## config.mk

```make
export PLATFORM = sky130hd
export DESIGN_NAME = tlb_xlate
export DESIGN_NICKNAME = d
export VERILOG_FILES = /design/src/rtl/tlb_pkg.sv /design/src/rtl/tlb_lfsr.sv /design/src/rtl/tlb_entry_array.sv /design/src/rtl/tlb_access_check.sv /design/src/rtl/tlb_xlate.sv
export SDC_FILE = /design/constraint.sdc
export NUM_CORES = 2
export LEC_CHECK = 0
export ABC_AREA = 1
export BUFFER_PORTS_ARGS = -buffer_cell sky130_fd_sc_hd__buf_2
export CAP_MARGIN = 20
export CORE_MARGIN = 2
export CORE_UTILIZATION = 45
export DETAILED_ROUTE_END_ITERATION = 16
export PLACE_DENSITY = 0.7
export SYNTH_ARGS = -nofsm -noshare
export SYNTH_HDL_FRONTEND = slang
export SYNTH_SLANG_ARGS = --single-unit
```

## constraint.sdc

```tcl
create_clock -name clk_i -period 9.1 [get_ports clk_i]
set_input_delay 0.91 -clock clk_i [delete_from_list [all_inputs] [get_ports clk_i]]
set_output_delay 0.91 -clock clk_i [all_outputs]
set_load 0.01 [all_outputs]
```

## src/rtl/tlb_pkg.sv

```systemverilog
package tlb_pkg;
  localparam int VA_W       = 32;
  localparam int PA_W       = 32;
  localparam int MIN_SHIFT  = 10;
  localparam int PN_W       = VA_W - MIN_SHIFT;
  localparam int DOM_W      = 4;
  localparam int AP_W       = 2;
  localparam int SECT_SHIFT = 20;
  localparam int LARGE_SHIFT = 16;
  localparam int SMALL_SHIFT = 12;

  typedef enum logic [1:0] {
    PG_SECTION = 2'd0,
    PG_LARGE   = 2'd1,
    PG_SMALL   = 2'd2,
    PG_TINY    = 2'd3
  } pg_size_e;

  typedef enum logic [2:0] {
    FLT_NONE   = 3'd0,
    FLT_ALIGN  = 3'd1,
    FLT_XLATE  = 3'd2,
    FLT_DOMAIN = 3'd3,
    FLT_PERM   = 3'd4
  } fault_e;

  typedef struct packed {
    logic [PN_W-1:0]  vpn;
    logic [PN_W-1:0]  ppn;
    pg_size_e         size;
    logic [DOM_W-1:0] dom;
    logic [AP_W-1:0]  ap;
  } tlb_entry_t;

  // bits of the page number that take part in the tag compare
  function automatic logic [PN_W-1:0] keep_mask(pg_size_e s);
    case (s)
      PG_SECTION: return {PN_W{1'b1}} << (SECT_SHIFT - MIN_SHIFT);
      PG_LARGE:   return {PN_W{1'b1}} << (LARGE_SHIFT - MIN_SHIFT);
      PG_SMALL:   return {PN_W{1'b1}} << (SMALL_SHIFT - MIN_SHIFT);
      default:    return {PN_W{1'b1}};
    endcase
  endfunction
endpackage

```

## src/rtl/tlb_lfsr.sv

```systemverilog
module tlb_lfsr #(
  parameter int             W     = 7,
  parameter logic [W-1:0]   TAPS  = 7'h60,
  parameter int             IDX_W = 6
) (
  input  logic             clk_i,
  input  logic             rst_ni,
  output logic [IDX_W-1:0] idx_o
);
  logic [W-1:0] state_q;

  always_ff @(posedge clk_i or negedge rst_ni) begin
    if (!rst_ni) state_q <= W'(1);
    else         state_q <= {state_q[W-2:0], ^(state_q & TAPS)};
  end

  assign idx_o = state_q[IDX_W-1:0];

  AST_LFSR_LIVE: assert property (@(posedge clk_i) disable iff (!rst_ni)
    state_q != '0);
endmodule

```

## src/rtl/tlb_entry_array.sv

```systemverilog
module tlb_entry_array
  import tlb_pkg::*;
#(
  parameter int ENTRIES = 64,
  parameter int IDX_W   = $clog2(ENTRIES)
) (
  input  logic             clk_i,
  input  logic             rst_ni,
  input  logic             flush_i,
  input  logic             fill_i,
  input  logic [IDX_W-1:0] fill_idx_i,
  input  tlb_entry_t       fill_entry_i,
  input  logic [PN_W-1:0]  vpn_i,
  output logic             hit_o,
  output tlb_entry_t       hit_entry_o
);
  logic [ENTRIES-1:0] valid_q;
  logic [ENTRIES-1:0] match;
  tlb_entry_t         ent_q [ENTRIES];
  logic [IDX_W-1:0]   sel_idx;

  always_ff @(posedge clk_i or negedge rst_ni) begin
    if (!rst_ni) begin
      valid_q <= '0;
    end else if (flush_i) begin
      valid_q <= '0;
    end else if (fill_i) begin
      valid_q[fill_idx_i] <= 1'b1;
    end
  end

  always_ff @(posedge clk_i) begin
    if (fill_i && !flush_i) ent_q[fill_idx_i] <= fill_entry_i;
  end

  for (genvar gi = 0; gi < ENTRIES; gi++) begin : g_cmp
    assign match[gi] = valid_q[gi] &&
      (((ent_q[gi].vpn ^ vpn_i) & keep_mask(ent_q[gi].size)) == '0);
  end

  // lowest index wins
  always_comb begin
    sel_idx = '0;
    for (int i = ENTRIES - 1; i >= 0; i--) begin
      if (match[i]) sel_idx = IDX_W'(i);
    end
  end

  assign hit_o       = |match;
  assign hit_entry_o = ent_q[sel_idx];

  AST_FLUSH_EMPTY: assert property (@(posedge clk_i) disable iff (!rst_ni)
    flush_i |=> (valid_q == '0));
  AST_FILL_LANDS: assert property (@(posedge clk_i) disable iff (!rst_ni)
    (fill_i && !flush_i) |=> valid_q[$past(fill_idx_i)]);
endmodule

```

## src/rtl/tlb_access_check.sv

```systemverilog
module tlb_access_check
  import tlb_pkg::*;
#(
  parameter int DOMAINS = 16
) (
  input  logic                 hit_i,
  input  tlb_entry_t           ent_i,
  input  logic [2*DOMAINS-1:0] dacr_i,
  input  logic                 priv_i,
  input  logic                 write_i,
  input  logic                 data_i,
  input  logic [1:0]           size_i,
  input  logic [1:0]           va_lo_i,
  output fault_e               fault_o
);
  logic       misalign;
  logic [1:0] dom_ctl;
  logic       perm_ok;

  assign misalign = data_i &&
    ((size_i == 2'd1 && va_lo_i[0]) || (size_i[1] && va_lo_i != 2'b00));
  assign dom_ctl  = dacr_i[ent_i.dom*2 +: 2];

  always_comb begin
    case (ent_i.ap)
      2'b00:   perm_ok = 1'b0;
      2'b01:   perm_ok = priv_i;
      2'b10:   perm_ok = priv_i || !write_i;
      default: perm_ok = 1'b1;
    endcase
  end

  always_comb begin
    if (misalign)                fault_o = FLT_ALIGN;
    else if (!hit_i)             fault_o = FLT_XLATE;
    else if (dom_ctl == 2'b11)   fault_o = FLT_NONE;
    else if (dom_ctl == 2'b01)   fault_o = perm_ok ? FLT_NONE : FLT_PERM;
    else                         fault_o = FLT_DOMAIN;
  end
endmodule

```

## src/rtl/tlb_xlate.sv

```systemverilog
module tlb_xlate
  import tlb_pkg::*;
#(
  parameter int           ENTRIES   = 64,
  parameter int           DOMAINS   = 16,
  parameter int           LFSR_W    = 7,
  parameter logic [LFSR_W-1:0] LFSR_TAPS = 7'h60
) (
  input  logic                 clk_i,
  input  logic                 rst_ni,
  input  logic                 req_valid_i,
  input  logic [VA_W-1:0]      req_va_i,
  input  logic                 req_write_i,
  input  logic                 req_priv_i,
  input  logic                 req_data_i,
  input  logic [1:0]           req_size_i,
  input  logic [2*DOMAINS-1:0] dacr_i,
  input  logic                 fill_valid_i,
  input  logic [PN_W-1:0]      fill_vbase_i,
  input  logic [PN_W-1:0]      fill_pbase_i,
  input  logic [1:0]           fill_size_i,
  input  logic [DOM_W-1:0]     fill_dom_i,
  input  logic [AP_W-1:0]      fill_ap_i,
  input  logic                 flush_i,
  output logic                 rsp_valid_o,
  output logic [2:0]           rsp_fault_o,
  output logic [PA_W-1:0]      rsp_pa_o
);
  localparam int IDX_W = $clog2(ENTRIES);

  logic [IDX_W-1:0] victim;
  tlb_entry_t       fill_entry;
  tlb_entry_t       hit_entry;
  logic             hit;
  fault_e           fault;
  logic [PN_W-1:0]  keep;
  logic [PA_W-1:0]  pa_next;

  tlb_lfsr #(.W(LFSR_W), .TAPS(LFSR_TAPS), .IDX_W(IDX_W)) u_victim (
    .clk_i (clk_i),
    .rst_ni(rst_ni),
    .idx_o (victim)
  );

  assign fill_entry = '{vpn:  fill_vbase_i,
                        ppn:  fill_pbase_i,
                        size: pg_size_e'(fill_size_i),
                        dom:  fill_dom_i,
                        ap:   fill_ap_i};

  tlb_entry_array #(.ENTRIES(ENTRIES), .IDX_W(IDX_W)) u_array (
    .clk_i       (clk_i),
    .rst_ni      (rst_ni),
    .flush_i     (flush_i),
    .fill_i      (fill_valid_i),
    .fill_idx_i  (victim),
    .fill_entry_i(fill_entry),
    .vpn_i       (req_va_i[VA_W-1:MIN_SHIFT]),
    .hit_o       (hit),
    .hit_entry_o (hit_entry)
  );

  tlb_access_check #(.DOMAINS(DOMAINS)) u_check (
    .hit_i  (hit),
    .ent_i  (hit_entry),
    .dacr_i (dacr_i),
    .priv_i (req_priv_i),
    .write_i(req_write_i),
    .data_i (req_data_i),
    .size_i (req_size_i),
    .va_lo_i(req_va_i[1:0]),
    .fault_o(fault)
  );

  assign keep    = keep_mask(hit_entry.size);
  assign pa_next = {(hit_entry.ppn & keep) | (req_va_i[VA_W-1:MIN_SHIFT] & ~keep),
                    req_va_i[MIN_SHIFT-1:0]};

  always_ff @(posedge clk_i or negedge rst_ni) begin
    if (!rst_ni) begin
      rsp_valid_o <= 1'b0;
      rsp_fault_o <= FLT_NONE;
      rsp_pa_o    <= '0;
    end else begin
      rsp_valid_o <= req_valid_i;
      rsp_fault_o <= req_valid_i ? fault : FLT_NONE;
      rsp_pa_o    <= (req_valid_i && fault == FLT_NONE) ? pa_next : '0;
    end
  end

  AST_RSP_FOLLOWS: assert property (@(posedge clk_i) disable iff (!rst_ni)
    req_valid_i |=> rsp_valid_o);
  AST_RSP_IDLE: assert property (@(posedge clk_i) disable iff (!rst_ni)
    !req_valid_i |=> !rsp_valid_o);
  AST_FAULT_NO_PA: assert property (@(posedge clk_i) disable iff (!rst_ni)
    (rsp_fault_o != FLT_NONE || !rsp_valid_o) |-> (rsp_pa_o == '0));
  AST_FETCH_NO_ALIGN: assert property (@(posedge clk_i) disable iff (!rst_ni)
    (req_valid_i && !req_data_i) |=> (rsp_fault_o != FLT_ALIGN));
  AST_MANAGER_PASS: assert property (@(posedge clk_i) disable iff (!rst_ni)
    (req_valid_i && !req_data_i && hit && dacr_i[hit_entry.dom*2 +: 2] == 2'b11)
    |=> (rsp_fault_o == FLT_NONE));
  AST_FLUSH_MISSES: assert property (@(posedge clk_i) disable iff (!rst_ni)
    flush_i ##1 (req_valid_i && !req_data_i) |=> (rsp_fault_o == FLT_XLATE));
endmodule

```

==> results.sh <==
export IMPL_hp_class="in2async"
export IMPL_cp_end_kind="flip-flop"
export IMPL_dpl_hpwl_um=256000
export IMPL_synthMuxAreaShare_pct=0
export IMPL_detail_route_wl_per_cell_um=30.0
export IMPL_report_power_total_mw=33.1
export IMPL_grt_max_degree=194
export IMPL_synthTopCellsByCount="edfxtp_1 (3328), a21oi_1 (1015), nand2_1 (942)"
export IMPL_ys_top_cells_by_area="edfxtp_1 (70%), a21oi_1 (3.6%), xnor2_1 (3.5%), o21ai_0 (3.2%), nand2_1 (2.5%)"
export IMPL_cts_num_sinks=3435
export IMPL_critPathMaxStageDelay_ns=0.41
export IMPL_cp_arrival_ns=9.43
export IMPL_port_buffers=161
export IMPL_wl_um=460000
export IMPL_antenna_found_initial=39
export IMPL_gp_congestion=0.956
export IMPL_timing_final_hold_violations=0
export IMPL_htree_levels=5
export IMPL_syn_to_final_growth_pct=14.1
export IMPL_synth_edf_count=3328
export IMPL_io_pins=162
export IMPL_cts_buffers=353
export IMPL_clock_path_buffers=4
export IMPL_grt_pass1_wl_um=649000
export IMPL_synth_seq_area_share_pct=72.0
export IMPL_power_density_nw_per_um2=203
export IMPL_synth_xor_area_share_pct=5.27
export IMPL_die_w_um=567
export IMPL_grtUsageTotal_pct=27.6
export IMPL_drtPass1Iterations=6
export IMPL_fmax_mhz=116
export IMPL_clk_pin_slew_ns=0.07
export IMPL_critical_path_class="in2reg"
export IMPL_clkLatencyLatePin_ns=0.96
export IMPL_fin_area_um2=163000
export IMPL_num_rows=206
export IMPL_fp_coreArea_um2=315000
export IMPL_multiInputGateArea_um2=35600
export IMPL_grt_pass1_vias=93789
export IMPL_synth_top_cell_area_share_pct=70.2
export IMPL_synth_simple_gate_area_share_pct=6.82
export IMPL_start_util_pct=45.2
export IMPL_cts_tree="built"
export IMPL_num_vias=97550
export IMPL_critPathRequiredTime_ns=9.93
export IMPL_synth_area_um2=142000
export IMPL_fin_skew_ns=0.0896
export IMPL_worstMarginPinSlew_ns=1.23
export IMPL_yosys_area_top_type="edfxtp_1"
export IMPL_cpMostUsedCell="nand2_1"
export IMPL_vias_per_cell=6.36
export IMPL_synthesis_nets=10668
export IMPL_post_dp_cell_area_um2=151000
export IMPL_crit_fanout=146
export IMPL_nNetsFinal=10996
export IMPL_utilization_pct=51.6
export IMPL_root_buffer="clkbuf_16"
export IMPL_drt_iter0_markers=15556
export IMPL_worst_setup_path_start_kind="primary input"
export IMPL_drc_errors=0
export IMPL_drv_cap=0
export IMPL_layout_min_cycle_time_ns=8.59
export IMPL_period_share_pct=94.4
export IMPL_synth_top_family_by_area="compound AO/OA/AOI/OAI gates"
export IMPL_syn_avg_cell_area_um2=13.5
export IMPL_synth_cells=10542
export IMPL_regArea_um2=103000
export IMPL_ys_warn_count=0
export IMPL_ys_types=54
export IMPL_post_cts_buffers=0
export IMPL_synth_main_ff_cell="edfxtp_1"
export IMPL_final_max_slew_viol_count=0
export IMPL_synth_most_common_cell="edfxtp_1"
export IMPL_vdd_drop_max_uv=155
export IMPL_async_flop_share_pct=3.11
export IMPL_dieArea_um2=321000
export IMPL_fill_cells=25341
export IMPL_slew_headroom_pct=18.2
export IMPL_final_setup_viol_count=0
export IMPL_grt_setup_unrepaired="no"
export IMPL_drive_above_1_share_pct=13.0
export IMPL_synth_seq_cells=3435
export IMPL_drtAntennaViolNets=0
export IMPL_overflow=0
export IMPL_slowest_stage="buf_16"
export IMPL_synth_adder_area_share_pct=0
export IMPL_stdcell_count=15336
export IMPL_p_leak_nw=53.7
export IMPL_die_y_um=567
export IMPL_run_status="complete, no violations"
export IMPL_synth_compound_area_share_pct=12.5
export IMPL_hold_buffers=0
export IMPL_dp_cells=14664
[sequential cells by signal (all words and copies together), names as in the netlist]
signal / flops
rsp_fault_o: 3
rsp_pa_o: 32
rsp_valid_o: 1
u_array.ent_q: 3328
u_array.valid_q: 64
u_victim.state_q: 7
[cell usage in the layout (no fill, tap or decap), types with 25 or more instances in the layout]
cell type,instances
edfxtp_1,3328
a21oi_1,1012
nand2_1,942
o21ai_0,918
xnor2_1,568
nand3_1,523
buf_4,507
o221ai_1,363
clkbuf_16,357
inv_1,341
xor2_1,289
nor2_1,229
o22ai_1,204
buf_2,145
nand4_1,113
dfrtp_1,106
o21ai_1,102
a211oi_1,97
a221oi_1,90
clkinv_2,70
clkbuf_1,69
nor2_4,64
buf_12,61
nor3_1,56
or2_2,55
clkinv_1,54
o211ai_1,50
nor4_1,36
o32ai_1,35
o2111ai_1,34
nor2_2,34
bufinv_16,34
nand3b_1,32
and2_1,25
[cell type report]
class                           count  share of cell area, %
Clock inverter                    207                   1.40
Inverter                          366                  0.864
Tap cell                         4160                   3.20
Clock buffer                      444                   5.80
Sequential cell                  3435                   63.1
Multi-Input combinational cell   5993                   21.9
Timing Repair Buffer              721                   3.65
Antenna cell                       10                 0.0154
[stage by stage]
| stage | hold WS [ns] | worst slack [ns] | TNS [ns] |
|---|---|---|---|
| finish | 0.0634 | 0.506 | 0 |
| global route | 0.0901 | 0.0456 | 0 |
| CTS | 0.0240 | 0.457 | 0 |
| detailed placement | 0.396 | -0.394 | -5.74 |
| global placement | 0.392 | -0.858 | -21.20 |
| floorplan | 0.382 | 2.61 | 0 |
[critical path: cells and delay by family]
family	cells	cell delay [ns]
and+or+nand+nor	71	5.34
buffers and inverters	7	2.01
AOI/OAI and AO/OA	4	0.88
[cells by family (layout without fill, tap and decap cells)]
logic type | Yosys count | after routing
AOI/OAI and AO/OA | 2987 | 2987
xor gates and xnor gates | 857 | 857
buffers and inverters | 1114 | 1738
DFF | 3435 | 3435
other | 0 | 10
and+or+nand+nor | 2149 | 2149
[worst paths after layout]
kind,from,endpoint,slack [ns],depth (start not counted)
max reg2reg,u_array.ent_q[63][33]$_DFFE_PP_,rsp_pa_o[31]$_DFF_PN0_,0.62,81
max,req_va_i[30],rsp_pa_o[31]$_DFF_PN0_,0.51,82
min in group clk_i,req_va_i[3],rsp_pa_o[3]$_DFF_PN0_,0.24,3
min,rst_ni,rsp_pa_o[7]$_DFF_PN0_,0.06,1
min reg2reg,u_victim.state_q[6]$_DFF_PN0_,u_victim.state_q[0]$_DFF_PN1_,0.40,1
max in group asynchronous,rst_ni,u_array.valid_q[28]$_DFFE_PN0P_,7.46,2
[report_power, final]
part | total, mW | internal [mW] | leakage, nW | switching [mW]
Clock | 14.6 | 8.37 | 5.68 | 6.27
Sequential | 17.4 | 17.4 | 31.4 | 0.00395
Combinational | 1.05 | 0.289 | 16.6 | 0.765
Total | 33.1 | 26.0 | 53.7 | 7.04
[what timing repair did]
item,in CTS,in global routing
setup endpoints to repair,0,28
gates resized for setup,0,6
endpoints found under the hold margin,0,0
[layer usage]
| metal | vias to the layer above | part of all wire (%) | track usage (%) |
|---|---|---|---|
| met5 | - | 0.030 | 0 |
| met4 | 24 | 6.1 | 15.3 |
| met3 | 1395 | 13 | 6.31 |
| met2 | 7133 | 45 | 43.4 |
| met1 | 48459 | 36 | 35.5 |
| li1 | 40539 | - | - |
Note: power is estimated with default switching activity, not from simulation.
